### src/rtl/tpg_pkg.sv
package tpg_pkg;

    localparam int unsigned LFSR_W = 23;

    typedef enum logic [3:0] {
        M_P7, M_P11, M_P15, M_QRSS, M_REP, M_ALT,
        M_P9, M_P20, M_P23, M_ILL
    } mode_e;

    typedef struct packed {
        logic bit_val;
        logic flag;
    } tpg_out_t;

    function automatic mode_e decode_sel(logic bank, logic [2:0] code);
        mode_e m;
        m = M_ILL;
        if (!bank) begin
            case (code)
                3'd0: m = M_P7;
                3'd1: m = M_P11;
                3'd2: m = M_P15;
                3'd3: m = M_QRSS;
                3'd4: m = M_REP;
                3'd5: m = M_ALT;
                default: m = M_ILL;
            endcase
        end else begin
            case (code)
                3'd0: m = M_P9;
                3'd1: m = M_P20;
                3'd2: m = M_P23;
                default: m = M_ILL;
            endcase
        end
        return m;
    endfunction

    function automatic int unsigned lfsr_len(mode_e m);
        case (m)
            M_P7:   return 7;
            M_P9:   return 9;
            M_P11:  return 11;
            M_P15:  return 15;
            M_QRSS: return 20;
            M_P20:  return 20;
            M_P23:  return 23;
            default: return 0;
        endcase
    endfunction

    function automatic int unsigned lfsr_tap(mode_e m);
        case (m)
            M_P7:   return 6;
            M_P9:   return 5;
            M_P11:  return 9;
            M_P15:  return 14;
            M_QRSS: return 3;
            M_P20:  return 17;
            M_P23:  return 18;
            default: return 1;
        endcase
    endfunction

    function automatic logic is_lfsr(mode_e m);
        return lfsr_len(m) != 0;
    endfunction

    function automatic logic [LFSR_W-1:0] lfsr_mask(int unsigned w);
        return ~({LFSR_W{1'b1}} << w);
    endfunction

    function automatic logic [LFSR_W-1:0] lfsr_next(mode_e m, logic [LFSR_W-1:0] s);
        int unsigned w;
        int unsigned t;
        logic fb;
        w = lfsr_len(m);
        t = lfsr_tap(m);
        if (w == 0) return s;
        fb = s[w-1] ^ s[t-1];
        return ((s << 1) | {{(LFSR_W-1){1'b0}}, fb}) & lfsr_mask(w);
    endfunction

    function automatic logic lfsr_out(mode_e m, logic [LFSR_W-1:0] s);
        int unsigned w;
        w = lfsr_len(m);
        if (w == 0) return 1'b0;
        if (m == M_QRSS) return s[19] | ~(|s[18:5]);
        return s[w-1];
    endfunction

endpackage

### src/rtl/tpg_ctrl.sv
module tpg_ctrl
    import tpg_pkg::*;
#(
    parameter int LEN_W = 4
) (
    input  logic             clk,
    input  logic             rst,
    input  logic             bank_sel,
    input  logic [2:0]       pat_sel,
    input  logic [LEN_W-1:0] rep_len,
    output mode_e            dec_mode,
    output mode_e            mode_q,
    output logic [LEN_W-1:0] len_q,
    output logic             reload
);

    always_comb begin
        dec_mode = decode_sel(bank_sel, pat_sel);
        reload   = !rst && ((dec_mode != mode_q) || (rep_len != len_q));
    end

    always_ff @(posedge clk) begin
        if (rst || reload) begin
            mode_q <= dec_mode;
            len_q  <= rep_len;
        end
    end

endmodule

### src/rtl/tpg_lfsr.sv
module tpg_lfsr
    import tpg_pkg::*;
(
    input  logic  clk,
    input  logic  load,
    input  logic  adv,
    input  mode_e mode,
    output logic  prbs_bit
);

    logic [LFSR_W-1:0] state;

    always_ff @(posedge clk) begin
        if (load) begin
            state <= '1;
        end else if (adv) begin
            state <= lfsr_next(mode, state);
        end
    end

    always_comb prbs_bit = lfsr_out(mode, state);

endmodule

### src/rtl/tpg_word_seq.sv
module tpg_word_seq
    import tpg_pkg::*;
#(
    parameter int WORD_W = 32,
    parameter int LEN_W  = 4
) (
    input  logic              clk,
    input  logic              load,
    input  logic              adv,
    input  mode_e             mode,
    input  logic [LEN_W-1:0]  len,
    input  logic [WORD_W-1:0] word,
    output logic              word_bit
);

    localparam int IDX_W = $clog2(WORD_W);
    localparam int HALF  = WORD_W / 2;

    logic [IDX_W-1:0] idx;
    logic [IDX_W-1:0] sel_v;
    int               last_i;
    int               sel_i;

    always_comb begin
        case (mode)
            M_REP: begin
                last_i = int'(len);
                sel_i  = int'(len) - int'(idx);
            end
            M_ALT: begin
                last_i = WORD_W - 1;
                sel_i  = (int'(idx) < HALF) ? (HALF - 1 - int'(idx))
                                            : (WORD_W + HALF - 1 - int'(idx));
            end
            default: begin
                last_i = 0;
                sel_i  = 0;
            end
        endcase
        sel_v    = sel_i[IDX_W-1:0];
        word_bit = word[sel_v];
    end

    always_ff @(posedge clk) begin
        if (load) begin
            idx <= '0;
        end else if (adv) begin
            idx <= (int'(idx) == last_i) ? '0 : idx + 1'b1;
        end
    end

endmodule

### src/rtl/tpg_top.sv
module tpg_top
    import tpg_pkg::*;
#(
    parameter int WORD_W = 32,
    parameter int LEN_W  = 4
) (
    input  logic              clk,
    input  logic              rst,
    input  logic              bit_en,
    input  logic              bank_sel,
    input  logic [2:0]        pat_sel,
    input  logic              tx_inv,
    input  logic [LEN_W-1:0]  rep_len,
    input  logic [WORD_W-1:0] pat_word,
    output logic              ser_out,
    output logic              illegal
);

    mode_e            dec_mode;
    mode_e            mode_q;
    logic [LEN_W-1:0] len_q;
    logic             reload;
    logic             load;
    logic             prbs_bit;
    logic             word_bit;
    tpg_out_t         res;

    tpg_ctrl #(.LEN_W(LEN_W)) u_ctrl (
        .clk      (clk),
        .rst      (rst),
        .bank_sel (bank_sel),
        .pat_sel  (pat_sel),
        .rep_len  (rep_len),
        .dec_mode (dec_mode),
        .mode_q   (mode_q),
        .len_q    (len_q),
        .reload   (reload)
    );

    always_comb load = rst || reload;

    tpg_lfsr u_lfsr (
        .clk      (clk),
        .load     (load),
        .adv      (bit_en),
        .mode     (mode_q),
        .prbs_bit (prbs_bit)
    );

    tpg_word_seq #(.WORD_W(WORD_W), .LEN_W(LEN_W)) u_word (
        .clk      (clk),
        .load     (load),
        .adv      (bit_en),
        .mode     (mode_q),
        .len      (len_q),
        .word     (pat_word),
        .word_bit (word_bit)
    );

    always_comb begin
        case (mode_q)
            M_ILL:        res = '{bit_val: 1'b1, flag: 1'b1};
            M_REP, M_ALT: res = '{bit_val: word_bit ^ tx_inv, flag: 1'b0};
            default:      res = '{bit_val: prbs_bit ^ tx_inv, flag: 1'b0};
        endcase
        ser_out = res.bit_val;
        illegal = res.flag;
    end

endmodule

### config.mk
export PLATFORM = sky130hd
export DESIGN_NAME = tpg_top
export DESIGN_NICKNAME = d
export VERILOG_FILES = /design/src/rtl/tpg_pkg.sv /design/src/rtl/tpg_ctrl.sv /design/src/rtl/tpg_lfsr.sv /design/src/rtl/tpg_word_seq.sv /design/src/rtl/tpg_top.sv
export SDC_FILE = /design/constraint.sdc
export NUM_CORES = 1
export LEC_CHECK = 0
export CAP_MARGIN = 20
export CORE_ASPECT_RATIO = 1.25
export CORE_MARGIN = 3
export CORE_UTILIZATION = 45
export DETAILED_ROUTE_END_ITERATION = 7
export PLACE_DENSITY = 0.68
export SYNTH_ARGS = -nofsm -noshare
export SYNTH_HDL_FRONTEND = slang
export SYNTH_SLANG_ARGS = --single-unit
### constraint.sdc
create_clock -name clk -period 15.15 [get_ports clk]
set_input_delay 4.545 -clock clk [delete_from_list [all_inputs] [get_ports clk]]
set_output_delay 4.545 -clock clk [all_outputs]
set_load 0.005 [all_outputs]
==> flow_metrics.tcl, run 1 <==
set metrics [dict create \
    power_switching_share_pct 35.3 \
    max_cap_violations 0 \
    ys_dominant_reg_cell "sky130_fd_sc_hd__dfxtp_1" \
    slew-limit-headroom_pct 39.7 \
    flow.area_growth_from_synthesis_pct 18.2 \
    syn-num-nets 452 \
    required_ns 10.61 \
    drt_wl_total_um 8830 \
    postSynthRegisterBits 36 \
    num_vias 3181 \
    clockRootBuffer "sky130_fd_sc_hd__clkbuf_8" \
    report.final.hold_viol_count 0 \
    slew_viol_final 0 \
    seq_power_share_pct 38.1 \
    die_x_um 81.1 \
    layout_setup_ws_ns 3.88 \
    power_frac_comb_pct 37.0 \
    post-synth-top-area-cell "sky130_fd_sc_hd__dfxtp_1" \
    fin_worst_skew_ns 0.00379 \
    cp-start-kind "primary input" \
    run_status "complete, no violations" \
    critical_path.slowest_cell "sky130_fd_sc_hd__clkdlybuf4s50_1" \
    cellPowerDensity_nw_per_um2 74.7 \
    totalNegativeSetupSlack_ns 0 \
    core_area_sq_um 6690 \
    cts.clk_slew.worst_paths_ns 0.08 \
    wire_length_per_cell_um 17.2 \
    post_synth.cell_area_avg_sq_um 7.99 \
    first_global_vias 3087 \
    hold_crit_path_type "flop to flop" \
    cts.repair.resized 0 \
    worst-endpoint-arrival_ns 6.72 \
    synthArstFlopShare_pct 0 \
    worstReg2RegStart "u_ctrl.mode_q[0]" \
    die_h_um 99.9 \
    drc_errors 0 \
    route.antenna.remaining_nets 0 \
    post_cts_hold_buffer_count 0 \
    reg2regPathDepth 12 \
    crit_start "pat_word[6]" \
    post-synth-top-area-fraction_pct 17.7 \
    p_switching_uw 99.0 \
    dr.first_iter.drc_count 194 \
    max_freq_ghz 0.0887 \
    io_pins 46 \
    groute.usage.overall_pct 22.8 \
    yosys-top-cells-count "sky130_fd_sc_hd__nand2_1, sky130_fd_sc_hd__dfxtp_1, sky130_fd_sc_hd__a21oi_1" \
    total_leakage_power_uw 0.00144 \
    nets 480 \
    tritoncts "yes" \
    post-layout-total-power_uw 280 \
    antennaDiodeCount 0 \
    timing.critical_path.fanout_max 1 \
    grt_antenna_before_repair 0 \
    place_ws_ns 3.88 \
    synth.top_cells.by_area "sky130_fd_sc_hd__dfxtp_1, sky130_fd_sc_hd__edfxtp_1, sky130_fd_sc_hd__nand2_1, sky130_fd_sc_hd__mux4_2, sky130_fd_sc_hd__a21oi_1" \
    synth-edff-count 8 \
    detailedPlacementHpwl_um 6320 \
    unrepaired_setup_endpoints_after_global_routing "no" \
    min_period_over_period_pct 74.4 \
    crit_chain "clkdlybuf4s50_1, a21oi_1, a221oi_1, a21oi_1, a2111oi_1, a2111oi_2, mux2i_1, clkdlybuf4s50_1" \
    layout-drive-gt1-share_pct 7.98 \
    post-synth-top-count-cell "sky130_fd_sc_hd__nand2_1" \
    endpoint_kind "primary output" \
    clock_share_of_power_pct 24.9 \
    yosys_warnings 0 \
    tritoncts.num_buffers 5 \
    grt_first_pass_wirelength_um 14900 \
    vdd_ir_drop_max_mv 0.0605 \
    fill_cells 630 \
    rows 33 \
    synth_cells 397 \
    floorplan.initialDensity_pct 47.4 \
    regToRegSetupSlack_ns 11.12 \
    synth.cell_area_sq_um 3170 \
    die_area_sq_um 8100 \
    post_cts_setup_repair_bufs 0 \
    h-tree-depth 2 \
    globalRouteOverflowTotal 0 \
    vias_per_cell 6.20 \
    worstSetupEndpoint "ser_out" \
    numClockSinks 36 \
    gp_congestion 0.925 \
    setup.worst_path.class "primary input to primary output" \
    grt_max_degree 35 \
    first_pass_iters 4 \
    worst-slew-pin-transition_ns 0.898 \
    worst_skew_pair.late_latency_ns 0.29 \
    setup-violations-final 0 \
    port_buffers 45 \
    p_int_uw 181 \
    reg2reg_to "u_lfsr.state[0]" \
    yosysSeqAreaShare_pct 25.2 \
    timing.final.crit_period_ns 11.27 \
    crit_path_max_incr_delay_ns 0.52 \
    yosys.cell_types.count 68 \
    clock_path_buffers 2 \
]
cells in the final DEF, fill, tap and decap left out, types with 3 or more instances in the layout:
cell                              synthesis  layout
sky130_fd_sc_hd__nand4_1                  7       7
sky130_fd_sc_hd__nand2_1                 63      63
sky130_fd_sc_hd__a211oi_1                 7       7
sky130_fd_sc_hd__o21ai_0                 12      12
sky130_fd_sc_hd__a31oi_1                  3       3
sky130_fd_sc_hd__nor2b_1                  8       8
sky130_fd_sc_hd__nand3_1                 13      13
sky130_fd_sc_hd__a21oi_1                 26      26
sky130_fd_sc_hd__a32oi_1                  3       3
sky130_fd_sc_hd__mux4_2                   7       7
sky130_fd_sc_hd__and3_1                   3       3
sky130_fd_sc_hd__nor4_1                   8       8
sky130_fd_sc_hd__nor3_1                   6       6
sky130_fd_sc_hd__mux2i_1                  9       9
sky130_fd_sc_hd__nor2_1                  19      19
sky130_fd_sc_hd__dfxtp_1                 28      28
sky130_fd_sc_hd__xnor2_1                 10      10
sky130_fd_sc_hd__clkdlybuf4s50_1          0      45
sky130_fd_sc_hd__a22oi_1                  8       8
sky130_fd_sc_hd__a221o_1                  3       3
sky130_fd_sc_hd__inv_1                   11      11
sky130_fd_sc_hd__xor2_1                   9       9
sky130_fd_sc_hd__edfxtp_1                 8       8
sky130_fd_sc_hd__buf_4                    2       3
sky130_fd_sc_hd__ha_1                    10      10
sky130_fd_sc_hd__and2_1                   6       6
sky130_fd_sc_hd__a221oi_1                 6       6
sky130_fd_sc_hd__o211ai_1                14      14
sky130_fd_sc_hd__clkbuf_8                 0       5
sky130_fd_sc_hd__nand2b_1                13      13
sky130_fd_sc_hd__nand3b_1                 3       3
power by group through the flow:
stage / sequential, uW / clock, uW / combinational, uW
finish: 107 / 69.8 / 104
global route: 107 / 75.8 / 115
CTS: 107 / 71.9 / 101
detailed placement: 109 / 0 / 101
global placement: 109 / 0 / 99.6
floorplan: 104 / 0 / 76.3
layout make-up:
cell class	count	area [sq um]	area share, %
tap	87	109	2.90
clock inverter	3	17.5	0.467
clock buffer	5	68.8	1.83
inverter	12	47.5	1.27
sequential	36	801	21.3
timing repair buffer	49	500	13.3
multi-input combinational	321	2210	58.8
through the flow:
step / instance area [sq um] / util [%] / hold WS [ns] / instances
after floorplan: 3170 / - / 0.458 / 397
final: 3750 / 56.1 / 0.505 / 513
after CTS: 3720 / 55.7 / 0.508 / 512
after global placement: 3640 / 54.4 / 0.477 / 504
after detailed placement: 3640 / 54.4 / 0.496 / 504
after global routing: 3750 / 56.1 / 0.546 / 513
cells by family (layout without fill, tap and decap cells):
logic type,Yosys count,count (layout),synth area share (%)
simple gates,167,167,27.2
compound gates,105,105,23.5
buf+inv,40,69,5.36
flops,36,36,25.2
xor+xnor,19,19,5.24
mux,18,18,8.52
fa+ha+maj,12,12,4.89
routing by layer:
layer | global-route usage [%] | wire, um | up-vias
met1 | 31.0 | 3800 | 1510
met4 | 8.97 | 310 | 0
li1 | - | - | 1528
met3 | 4.04 | 579 | 27
met5 | 0 | 0 | -
met2 | 35.6 | 4140 | 116
worst max-delay path, delay by kind of cell:
family | cells | cell delay (ns)
multiplexers | 1 | 0.17
buffers and inverters | 2 | 0.98
AO/OA/AOI/OAI | 5 | 1.03
worst min path at each step:
stage / start / endpoint / depth (start not counted) / slack [ns]
finish: u_lfsr.state[1] / u_lfsr.state[1] / 2 / 0.50
global route: u_lfsr.state[22] / u_lfsr.state[22] / 2 / 0.55
CTS: u_lfsr.state[1] / u_lfsr.state[1] / 2 / 0.51
detailed placement: u_lfsr.state[1] / u_lfsr.state[1] / 2 / 0.50
global placement: u_lfsr.state[1] / u_lfsr.state[1] / 2 / 0.48
floorplan: u_lfsr.state[1] / u_lfsr.state[1] / 2 / 0.46
sequential cells by signal, indices dropped and copies added, names as in the netlist:
| name | count |
|---|---|
| u_ctrl.mode_q | 4 |
| u_lfsr.state | 23 |
| u_ctrl.len_q | 4 |
| u_word.idx | 5 |
No activity file was read; power rests on OpenSTA's default activity.
==> run 2: changes to the inputs <==
clock period = 11.4 ns   (was 15.15 ns; I/O delays follow)
==> run 2 against run 1 <==
Against the previous run: register-to-register slack got worse by 3.8 ns; largest cell class unchanged; non-clock buffer count unchanged; combinational power increased by 33%; hold slack lost 0.0052 ns; clock-buffer cell count unchanged; largest power group unchanged; cell count did not move; utilization unchanged; sequential power rose by 33%; sequential share of layout area unchanged; setup slack worse by 1.5 ns; clock power is 33% higher; global-route usage shrank 0.093 points; critical endpoint unchanged.
==> flow_metrics.tcl, run 2 (synthesis gave the netlist of run 1 again) <==
set metrics [dict create \
    run_status "complete, no violations" \
    antennaDiodeCount 0 \
    max_freq_ghz 0.111 \
    layout-drive-gt1-share_pct 7.98 \
    clock_share_of_power_pct 24.9 \
    floorplan.initialDensity_pct 47.4 \
    crit_cells 8 \
    reg2reg_to "u_lfsr.state[0]" \
    grt_first_pass_wirelength_um 14900 \
    crit_path_max_incr_delay_ns 0.53 \
    grt_max_degree 35 \
    worstSetupEndpoint "ser_out" \
    setup.worst_path.class "primary input to primary output" \
    final_instance_area_sq_um 3750 \
    die_h_um 99.9 \
    post_dp_cell_area_sq_um 3640 \
    grt_antenna_before_repair 0 \
    numClockSinks 36 \
    num_vias 3124 \
    cts.clk_slew.worst_paths_ns 0.07 \
    clock_path_buffers 2 \
    cellPowerDensity_nw_per_um2 99.3 \
    crit_family "compound AO/OA/AOI/OAI gates" \
    die_area_sq_um 8100 \
    vias_per_cell 6.09 \
    clockRootBuffer "sky130_fd_sc_hd__clkbuf_8" \
    regToRegSetupSlack_ns 7.36 \
    power_frac_comb_pct 37.0 \
    slew-limit-headroom_pct 39.6 \
    drt_wl_total_um 8880 \
    post_cts_setup_repair_bufs 0 \
    report.final.hold_viol_count 0 \
    endpoint_kind "primary output" \
    hold_crit_path_type "flop to flop" \
    route.antenna.remaining_nets 0 \
    seq_power_share_pct 38.0 \
    cts.repair.resized 0 \
    worst-endpoint-arrival_ns 5.63 \
    largest_register_ffs 23 \
    first_pass_iters 5 \
    vdd_ir_drop_max_mv 0.0815 \
    nets 480 \
    timing.critical_path.fanout_max 1 \
    h-tree-depth 2 \
    post_cts_hold_buffer_count 0 \
    power_switching_share_pct 35.4 \
    setup-violations-final 0 \
    max_cap_violations 0 \
    unrepaired_setup_endpoints_after_global_routing "no" \
    globalRouteOverflowTotal 0 \
    core_area_sq_um 6690 \
    tritoncts "yes" \
    drc_errors 0 \
    slew_viol_final 0 \
    first_global_vias 3052 \
    worstReg2RegStart "u_ctrl.mode_q[0]" \
    reg.largest.list "u_lfsr.state x23, u_word.idx x5" \
    critical_path.slowest_cell "sky130_fd_sc_hd__clkdlybuf4s50_1" \
    gp_congestion 0.925 \
    flow.area_growth_from_synthesis_pct 18.2 \
    min_period_over_period_pct 79.4 \
    p_int_uw 241 \
    critical_path.n_buffers_inverters 2 \
    commonest_non_fill_non_tap_cells_in_the_layout "sky130_fd_sc_hd__nand2_1, sky130_fd_sc_hd__clkdlybuf4s50_1, sky130_fd_sc_hd__dfxtp_1" \
    crit_chain "clkdlybuf4s50_1, a21oi_1, a221oi_1, a21oi_1, a2111oi_1, a2111oi_2, mux2i_1, clkdlybuf4s50_1" \
    required_ns 7.98 \
    leading_cell_type_in_the_layout_fill_and_taps_excluded "sky130_fd_sc_hd__nand2_1" \
    totalNegativeSetupSlack_ns 0 \
    worst_skew_pair.late_latency_ns 0.30 \
    p_switching_uw 132 \
    die_x_um 81.1 \
    reg2regPathDepth 12 \
    dr.first_iter.drc_count 180 \
    total_leakage_power_uw 0.00144 \
    fin_worst_skew_ns 0.00647 \
    wire_length_per_cell_um 17.3 \
    cp-start-kind "primary input" \
    timing.final.crit_period_ns 9.05 \
    groute.usage.overall_pct 22.7 \
    crit_start "pat_word[6]" \
    rows 33 \
    regMostFlops "u_lfsr.state" \
    tritoncts.num_buffers 5 \
    port_buffers 45 \
    io_pins 46 \
    detailedPlacementHpwl_um 6370 \
    worst-slew-pin-transition_ns 0.900 \
]
==> run 2: cell counts in the layout (fill, tap and decap cells not counted) <==
Identical to the previous run, type by type.
==> run 2: metal layers <==
metal / track usage [%] / up-vias / wire length (um)
li1: - / 1529 / -
met1: 30.1 / 1475 / 3810
met2: 37.2 / 107 / 4370
met3: 4.13 / 13 / 565
met4: 7.02 / 0 / 135
met5: 0 / - / 0
==> run 2: area by class of cell <==
| cell class | instances | area, sq um |
|---|---|---|
| inverters | 12 | 47.5 |
| multi-input cells | 321 | 2210 |
| repair buffers | 49 | 500 |
| well taps | 87 | 109 |
| flip-flops and latches | 36 | 801 |
| clock inverters | 3 | 17.5 |
| fillers | 631 | 2940 |
| clock buffers | 5 | 68.8 |
==> run 2: worst min path at each step <==
stage                     slack (ns)            start         endpoint  cells past startpoint
final                           0.50  u_lfsr.state[1]  u_lfsr.state[1]                      2
after global routing            0.55  u_lfsr.state[1]  u_lfsr.state[1]                      2
after CTS                       0.51  u_lfsr.state[1]  u_lfsr.state[1]                      2
after detailed placement        0.49  u_lfsr.state[1]  u_lfsr.state[1]                      2
after global placement          0.48  u_lfsr.state[1]  u_lfsr.state[1]                      2
after floorplan                 0.46  u_lfsr.state[1]  u_lfsr.state[1]                      2
==> run 2: power by group through the flow <==
stage | combinational, uW | clock [uW] | sequential (uW)
after global placement | 132 | 0 | 144
after detailed placement | 134 | 0 | 145
after floorplan | 101 | 0 | 138
after global routing | 153 | 99.7 | 143
after CTS | 135 | 96.6 | 142
final | 138 | 92.8 | 142
==> run 2: stage by stage <==
stage	setup slack, ns	util, %	power [uW]	cells	hold slack [ns]
2_1_floorplan	3.45	-	239	397	0.458
3_3_place_gp	2.37	54.4	277	504	0.477
3_5_place_dp	2.35	54.4	278	504	0.495
4_1_cts	2.34	55.7	373	512	0.507
5_1_grt	2.23	56.1	395	513	0.549
6_report	2.35	56.1	373	513	0.499
==> run 2: worst min-delay path: stages (launching register included) <==
cell and delay [ns]:
sky130_fd_sc_hd__dfxtp_1 0.33, sky130_fd_sc_hd__nand2_1 0.06, sky130_fd_sc_hd__nand3_1 0.06
